$ cat config.mk
export PLATFORM = sky130hd
export DESIGN_NAME = stkreg_file
export DESIGN_NICKNAME = d
export VERILOG_FILES = /design/src/rtl/stkreg_pkg.sv /design/src/rtl/stkreg_mem.sv /design/src/rtl/stkreg_guard.sv /design/src/rtl/stkreg_ctrl.sv /design/src/rtl/stkreg_file.sv
export SDC_FILE = /design/constraint.sdc
export NUM_CORES = 2
export LEC_CHECK = 0
export BUFFER_PORTS_ARGS = -buffer_cell sky130_fd_sc_hd__buf_2
export CAP_MARGIN = 40
export CORE_MARGIN = 3
export CORE_UTILIZATION = 45
export DETAILED_ROUTE_END_ITERATION = 12
export PLACE_DENSITY_LB_ADDON = 0.15
export SKIP_CTS_REPAIR_TIMING = 1
export SLEW_MARGIN = 10
export SYNTH_ARGS = -nofsm -noshare
export SYNTH_HDL_FRONTEND = slang
export SYNTH_SLANG_ARGS = --single-unit
$ cat constraint.sdc
create_clock -name clk -period 9.3 [get_ports clk]
set_clock_uncertainty 0.2 [all_clocks]
set_input_delay 1.395 -clock clk [delete_from_list [all_inputs] [get_ports clk]]
set_output_delay 1.395 -clock clk [all_outputs]
set_load 0.01 [all_outputs]
$ cat src/rtl/stkreg_pkg.sv
package stkreg_pkg;

  typedef enum logic [1:0] {
    STK_NONE  = 2'd0,
    STK_ALLOC = 2'd1,
    STK_FREE  = 2'd2,
    STK_NOP3  = 2'd3
  } stk_op_e;

  function automatic int unsigned clamp_range(input int unsigned v,
                                              input int unsigned lo,
                                              input int unsigned hi);
    if (v < lo) return lo;
    if (v > hi) return hi;
    return v;
  endfunction

endpackage

$ cat src/rtl/stkreg_mem.sv
module stkreg_mem #(
  parameter int DEPTH = 128,
  parameter int DW    = 32,
  parameter int NRP   = 2,
  localparam int IW   = $clog2(DEPTH)
) (
  input  logic                     clk,
  input  logic                     rst,
  input  logic                     we,
  input  logic [IW-1:0]            widx,
  input  logic [DW-1:0]            wdata,
  input  logic [NRP-1:0]           re,
  input  logic [NRP-1:0]           rok,
  input  logic [NRP-1:0][IW-1:0]   ridx,
  output logic [NRP-1:0][DW-1:0]   rdata
);

  logic [DW-1:0] store [DEPTH];

  always_ff @(posedge clk) begin
    if (we) store[widx] <= wdata;
  end

  for (genvar p = 0; p < NRP; p++) begin : g_rport
    always_ff @(posedge clk) begin
      if (rst) begin
        rdata[p] <= '0;
      end else if (re[p]) begin
        if (!rok[p])
          rdata[p] <= '0;
        else if (we && (widx == ridx[p]))
          rdata[p] <= wdata;
        else
          rdata[p] <= store[ridx[p]];
      end
    end

    AST_BYPASS_NEW: assert property (@(posedge clk) disable iff (rst)
      (re[p] && rok[p] && we && widx == ridx[p]) |=> rdata[p] == $past(wdata));
    AST_HOLD_IDLE: assert property (@(posedge clk) disable iff (rst)
      !re[p] |=> $stable(rdata[p]));
    AST_SUPPRESS_ZERO: assert property (@(posedge clk) disable iff (rst)
      (re[p] && !rok[p]) |=> rdata[p] == '0);
  end

endmodule

$ cat src/rtl/stkreg_guard.sv
module stkreg_guard #(
  parameter int NGRP = 8,
  localparam int GW  = $clog2(NGRP)
) (
  input  logic            clk,
  input  logic            rst,
  input  logic            user_mode,
  input  logic [NGRP-1:0] pmask,
  input  logic            we,
  input  logic [GW-1:0]   wgrp,
  input  logic            rae,
  input  logic [GW-1:0]   agrp,
  input  logic            rbe,
  input  logic [GW-1:0]   bgrp,
  input  logic            ctl_try,
  output logic            w_ok,
  output logic            a_ok,
  output logic            b_ok,
  output logic            fault_q,
  output logic [GW-1:0]   group_q
);

  logic w_bad, a_bad, b_bad, c_bad;

  always_comb begin
    w_ok  = !(user_mode && pmask[wgrp]);
    a_ok  = !(user_mode && pmask[agrp]);
    b_ok  = !(user_mode && pmask[bgrp]);
    w_bad = we  && !w_ok;
    a_bad = rae && !a_ok;
    b_bad = rbe && !b_ok;
    c_bad = user_mode && ctl_try;
  end

  always_ff @(posedge clk) begin
    if (rst) begin
      fault_q <= 1'b0;
      group_q <= '0;
    end else begin
      fault_q <= w_bad | a_bad | b_bad | c_bad;
      if (w_bad)      group_q <= wgrp;
      else if (a_bad) group_q <= agrp;
      else if (b_bad) group_q <= bgrp;
      else            group_q <= '0;
    end
  end

  AST_CTL_FAULT: assert property (@(posedge clk) disable iff (rst)
    (user_mode && ctl_try) |=> fault_q);
  AST_SUPER_QUIET: assert property (@(posedge clk) disable iff (rst)
    !user_mode |=> !fault_q);
  AST_WRITE_GROUP: assert property (@(posedge clk) disable iff (rst)
    (we && user_mode && pmask[wgrp]) |=> (fault_q && group_q == $past(wgrp)));

endmodule

$ cat src/rtl/stkreg_ctrl.sv
module stkreg_ctrl
  import stkreg_pkg::*;
#(
  parameter int NREGS     = 128,
  parameter int NGRP      = 8,
  parameter int MIN_CACHE = 32,
  localparam int IW       = $clog2(NREGS)
) (
  input  logic            clk,
  input  logic            rst,
  input  logic            user_mode,
  input  logic            base_ld,
  input  logic [IW-1:0]   base_val,
  input  logic            pmask_ld,
  input  logic [NGRP-1:0] pmask_val,
  input  logic            limit_ld,
  input  logic [IW:0]     limit_val,
  input  logic [1:0]      stk_op,
  input  logic [IW:0]     stk_amt,
  output logic [IW-1:0]   base_q,
  output logic [NGRP-1:0] pmask_q,
  output logic [IW:0]     live_q,
  output logic            spill_q,
  output logic            fill_q,
  output logic [IW:0]     cnt_q
);

  localparam logic [IW:0] LIM_RST = (IW+1)'(NREGS);

  logic [IW:0]   lim_q;
  logic [IW:0]   lim_new;
  logic [IW+1:0] grow;
  logic [IW:0]   excess;
  logic [IW:0]   deficit;
  logic          over;
  logic          under;
  logic          sup;
  stk_op_e       op;

  always_comb begin
    sup     = !user_mode;
    op      = stk_op_e'(stk_op);
    lim_new = (IW+1)'(clamp_range(int'(limit_val), MIN_CACHE, NREGS));
    grow    = {1'b0, live_q} + {1'b0, stk_amt};
    over    = grow > {1'b0, lim_q};
    excess  = grow[IW:0] - lim_q;
    under   = stk_amt > live_q;
    deficit = stk_amt - live_q;
  end

  always_ff @(posedge clk) begin
    if (rst) begin
      base_q  <= '0;
      pmask_q <= '0;
      live_q  <= '0;
      lim_q   <= LIM_RST;
      spill_q <= 1'b0;
      fill_q  <= 1'b0;
      cnt_q   <= '0;
    end else begin
      spill_q <= 1'b0;
      fill_q  <= 1'b0;
      cnt_q   <= '0;
      if (sup && pmask_ld) pmask_q <= pmask_val;
      if (sup && base_ld) begin
        base_q <= base_val;
        live_q <= '0;
      end else if (sup && limit_ld) begin
        lim_q <= lim_new;
      end else begin
        case (op)
          STK_ALLOC: begin
            base_q <= base_q - stk_amt[IW-1:0];
            if (over) begin
              spill_q <= 1'b1;
              cnt_q   <= excess;
              live_q  <= lim_q;
            end else begin
              live_q <= grow[IW:0];
            end
          end
          STK_FREE: begin
            base_q <= base_q + stk_amt[IW-1:0];
            if (under) begin
              fill_q <= 1'b1;
              cnt_q  <= deficit;
              live_q <= '0;
            end else begin
              live_q <= live_q - stk_amt;
            end
          end
          default: ;
        endcase
      end
    end
  end

  AST_RESET_STATE: assert property (@(posedge clk) disable iff (rst)
    $past(rst) |-> (base_q == '0 && live_q == '0 && pmask_q == '0 && lim_q == LIM_RST));
  AST_SPILL_AT_LIMIT: assert property (@(posedge clk) disable iff (rst)
    spill_q |-> live_q == lim_q);
  AST_FILL_EMPTY: assert property (@(posedge clk) disable iff (rst)
    fill_q |-> live_q == '0);
  AST_LIVE_BOUND: assert property (@(posedge clk) disable iff (rst)
    live_q <= LIM_RST);
  AST_USER_BASE_HOLD: assert property (@(posedge clk) disable iff (rst)
    (user_mode && base_ld && stk_op == 2'd0) |=> $stable(base_q));
  AST_TRAP_EXCL: assert property (@(posedge clk) disable iff (rst)
    !(spill_q && fill_q));
  AST_SWITCH_EMPTY: assert property (@(posedge clk) disable iff (rst)
    (!user_mode && base_ld) |=> live_q == '0);

endmodule

$ cat src/rtl/stkreg_file.sv
module stkreg_file #(
  parameter int NREGS     = 128,
  parameter int DW        = 32,
  parameter int GROUP     = 16,
  parameter int MIN_CACHE = 32,
  localparam int IW       = $clog2(NREGS),
  localparam int NGRP     = NREGS / GROUP,
  localparam int GW       = $clog2(NGRP)
) (
  input  logic            clk,
  input  logic            rst,
  input  logic            user_mode,
  input  logic            wr_en,
  input  logic [IW-1:0]   wr_num,
  input  logic [DW-1:0]   wr_data,
  input  logic            rda_en,
  input  logic [IW-1:0]   rda_num,
  input  logic            rdb_en,
  input  logic [IW-1:0]   rdb_num,
  output logic [DW-1:0]   rda_data,
  output logic [DW-1:0]   rdb_data,
  input  logic            base_ld,
  input  logic [IW-1:0]   base_val,
  input  logic            pmask_ld,
  input  logic [NGRP-1:0] pmask_val,
  input  logic            limit_ld,
  input  logic [IW:0]     limit_val,
  input  logic [1:0]      stk_op,
  input  logic [IW:0]     stk_amt,
  output logic [IW:0]     live_cnt,
  output logic            spill_req,
  output logic            fill_req,
  output logic [IW:0]     trap_cnt,
  output logic            prot_fault,
  output logic [GW-1:0]   fault_group
);

  logic [IW-1:0]         base_q;
  logic [NGRP-1:0]       pmask_q;
  logic [IW-1:0]         widx;
  logic [1:0][IW-1:0]    ridx;
  logic [1:0]            ren;
  logic [1:0]            rok;
  logic [1:0][DW-1:0]    rdat;
  logic                  w_ok;
  logic                  ctl_try;

  always_comb begin
    widx    = base_q + wr_num;
    ridx[0] = base_q + rda_num;
    ridx[1] = base_q + rdb_num;
    ren     = {rdb_en, rda_en};
    ctl_try = base_ld | pmask_ld | limit_ld;
  end

  stkreg_ctrl #(
    .NREGS(NREGS), .NGRP(NGRP), .MIN_CACHE(MIN_CACHE)
  ) i_ctrl (
    .clk(clk), .rst(rst), .user_mode(user_mode),
    .base_ld(base_ld), .base_val(base_val),
    .pmask_ld(pmask_ld), .pmask_val(pmask_val),
    .limit_ld(limit_ld), .limit_val(limit_val),
    .stk_op(stk_op), .stk_amt(stk_amt),
    .base_q(base_q), .pmask_q(pmask_q), .live_q(live_cnt),
    .spill_q(spill_req), .fill_q(fill_req), .cnt_q(trap_cnt)
  );

  stkreg_guard #(.NGRP(NGRP)) i_guard (
    .clk(clk), .rst(rst), .user_mode(user_mode), .pmask(pmask_q),
    .we(wr_en),    .wgrp(widx[IW-1 -: GW]),
    .rae(rda_en),  .agrp(ridx[0][IW-1 -: GW]),
    .rbe(rdb_en),  .bgrp(ridx[1][IW-1 -: GW]),
    .ctl_try(ctl_try),
    .w_ok(w_ok), .a_ok(rok[0]), .b_ok(rok[1]),
    .fault_q(prot_fault), .group_q(fault_group)
  );

  stkreg_mem #(.DEPTH(NREGS), .DW(DW), .NRP(2)) i_mem (
    .clk(clk), .rst(rst),
    .we(wr_en && w_ok), .widx(widx), .wdata(wr_data),
    .re(ren), .rok(rok), .ridx(ridx), .rdata(rdat)
  );

  assign rda_data = rdat[0];
  assign rdb_data = rdat[1];

endmodule

==> impl_metrics.json <==
{
  "status": "finished clean",
  "syn-instance-count": 10500,
  "fmax_mhz": 157,
  "wl_per_cell_um": 42.2,
  "numCtsBuffers": 453,
  "yosysTopAreaCell": "edfxtp_1",
  "cts.sinks": 4205,
  "ys_top_cells_by_area": "edfxtp_1 (62%), mux4_2 (24%), mux2i_1 (2.7%)",
  "fin_crit_ps": 6380,
  "initial_core_util_pct": 45.3,
  "power_frac_clock_pct": 33.0,
  "clockBufferDepth": 4,
  "synth_adder_area_share_pct": 0.445,
  "vias": 120000,
  "synth_cell_type_count": 89,
  "ys_ff_latch": 4205,
  "slew_viol_final": 0,
  "track_usage_pct": 31.9,
  "muxShareOfSynthArea_pct": 27.0,
  "grt_max_degree": 121,
  "intPower_w": 0.0374,
  "synth_simple_gate_area_share_pct": 3.46,
  "synth_edf_count": 4096,
  "fp-row-count": 243,
  "peakVddDrop_mv": 0.212,
  "fin_tns_setup_ps": 0,
  "setup_violations": 0,
  "drt_first_pass_iters": 6,
  "fillers": 34900,
  "rsz0062_at_grt": "false",
  "gp_congestion": 0.941,
  "antenna_found_initial": 53,
  "insertion_delay_ps": 990,
  "pwr-share-seq_pct": 38.2,
  "power_density_nw_per_um2": 246,
  "post_dp_cell_area_sq_um": 211000,
  "wl_um": 728000,
  "fin_nets": 11100,
  "root_buffer": "clkbuf_16",
  "cellLeakagePower_nw": 72.2,
  "die_w_um": 671,
  "die-area_sq_um": 450000,
  "seqCellArea_sq_um": 125000,
  "synth_most_common_cell": "edfxtp_1",
  "fin_worst_hold_slack_ps": 287,
  "worstSetupPathType": "input pin to register",
  "synth_top_cell_area_share_pct": 61.8,
  "synth_compound_area_share_pct": 3.99,
  "period_share_pct": 68.6,
  "p_sw_share_pct": 33.1,
  "synth_ff_type": "edfxtp_1",
  "synth_fp_nets": 10700,
  "synth_commonest_cells": "edfxtp_1 (4096), mux4_2 (2086), mux2i_1 (527), nand2_1 (509), nand3_1 (442)",
  "drc": 0,
  "slew_headroom_pct": 22.0,
  "pre_cts_ws_ps": 1950,
  "htreeDepth": 5,
  "p_total_w": 0.0559,
  "cp.arrival_ps": 6810,
  "core_area_sq_um": 439000,
  "grt_pass1_vias": 118000,
  "cp-end-kind": "register",
  "drt-initial-drc-count": 18900,
  "crit_required_ps": 9730,
  "port_buffers": 180,
  "path_clk_slew_ps": 50,
  "critPathLaunchType": "input pin",
  "syn_to_final_growth_pct": 14.0,
  "ys_seq_area_share_pct": 62.9,
  "grt_pass1_wl_um": 996000,
  "synth-async-reset-ratio_pct": 0,
  "pwr-share-comb_pct": 28.8,
  "hp-class": "register to register",
  "switchingPower_w": 0.0185,
  "netlist_area_sq_um": 199000,
  "dp_hpwl_um": 481000,
  "syn_avg_cell_area_sq_um": 18.9,
  "drive_gt1_share_pct": 34.5,
  "tritoncts": "yes",
  "tightest_slew_ps": 1170,
  "die_h_um": 671,
  "ant_nets": 0,
  "fin_ws_ps": 2920,
  "overflow": 0,
  "worstPathMaxFanout": 19,
  "finalHoldViolCount": 0,
  "yosys_warnings": 0,
  "cap_violations": 0,
  "fin_area_sq_um": 227000,
  "ios": 181,
  "vias_per_cell": 6.96,
  "synth_xor_area_share_pct": 0.254,
  "synth_top_family_by_area": "multiplexers",
  "multi_input_area_sq_um": 71300
}
logic make-up after synthesis:
logic type,Yosys count
AND/OR/NAND/NOR,1470
multiplexers,2734
adder cells (fa/ha/maj),66
flip-flops,4205
AO/OA/AOI/OAI,1104
buffers and inverters,899
XOR/XNOR,56
sequential cells by signal, indices dropped and copies added, names as in the netlist:
signal / count
i_mem.rdata: 64
i_ctrl.pmask_q: 8
i_ctrl.cnt_q: 8
i_ctrl.spill_q: 1
i_mem.store: 4096
i_ctrl.fill_q: 1
i_ctrl.base_q: 7
i_guard.fault_q: 1
i_ctrl.live_q: 8
i_ctrl.lim_q: 8
i_guard.group_q: 3
path summary, 6_finish.rpt:
kind	startpoint	to	slack [ps]	cells past startpoint
min	i_ctrl.lim_q[7]	i_ctrl.lim_q[7]	290	1
min reg2reg	i_ctrl.lim_q[7]	i_ctrl.lim_q[7]	290	1
max	wr_num[4]	i_mem.store[103][31]	2920	13
max reg2reg	i_ctrl.base_q[4]	i_mem.store[103][31]	3000	12
layout make-up:
cell class	instances	share of cell area, %
diodes	20	0.0221
clock buffers	568	5.32
clock inverters	287	1.30
inverters	45	0.0745
multi-input cells	5430	31.4
flip-flops and latches	4205	55.2
well taps	5880	3.24
repair buffers	809	3.44
stage by stage:
| stage | std cells | util (%) |
|---|---|---|
| finish | 17200 | 51.7 |
| global route | 17200 | 51.7 |
| CTS | 17200 | 51.5 |
| detailed placement | 16300 | 48.1 |
| global placement | 16200 | 47.6 |
| floorplan | 10500 | - |
power by group through the flow:
| stage | logic (W) | registers (W) | clock network [W] |
|---|---|---|---|
| floorplan | 0.00829 | 0.0216 | 0 |
| global placement | 0.0152 | 0.0218 | 0 |
| detailed placement | 0.0157 | 0.0218 | 0 |
| CTS | 0.0157 | 0.0214 | 0.0186 |
| global route | 0.0164 | 0.0214 | 0.0194 |
| finish | 0.0161 | 0.0214 | 0.0184 |
cells in the final DEF (no fill, tap or decap), types with 94 or more instances in the layout:
cell type	synthesis	layout
dfxtp_1	109	109
o21ai_0	220	218
buf_4	25	443
mux2i_1	527	514
clkinv_2	0	94
clkbuf_16	0	462
nand2_1	509	502
a211oi_1	204	201
edfxtp_1	4096	4096
o211ai_1	125	125
nand3_1	442	437
mux2_2	120	120
nor2_4	2	136
mux4_2	2086	2086
buf_2	343	190
nor2b_1	132	132
nor2_1	228	95
buf_12	0	105
clkinv_1	1	94
clkbuf_1	429	94
critical path: stages:
cell	delay (ps)
buf_2	120
ha_1	650
inv_1	190
or4_1	590
nand3_2	380
mux2_2	290
o221ai_2	250
nor2_1	480
nand3_2	700
buf_12	430
buf_4	200
nor2_4	540
buf_4	470
metal layers:
layer	wire, um	GRT usage [%]	up-vias	part of all wire [%]
li1	-	-	45900	-
met1	276000	44.8	65000	38
met2	327000	47.7	7923	45
met3	88800	8.41	1270	12
met4	36700	13.1	20	5.0
met5	145	0	-	0.020
Note: power is estimated with default switching activity, not from simulation.
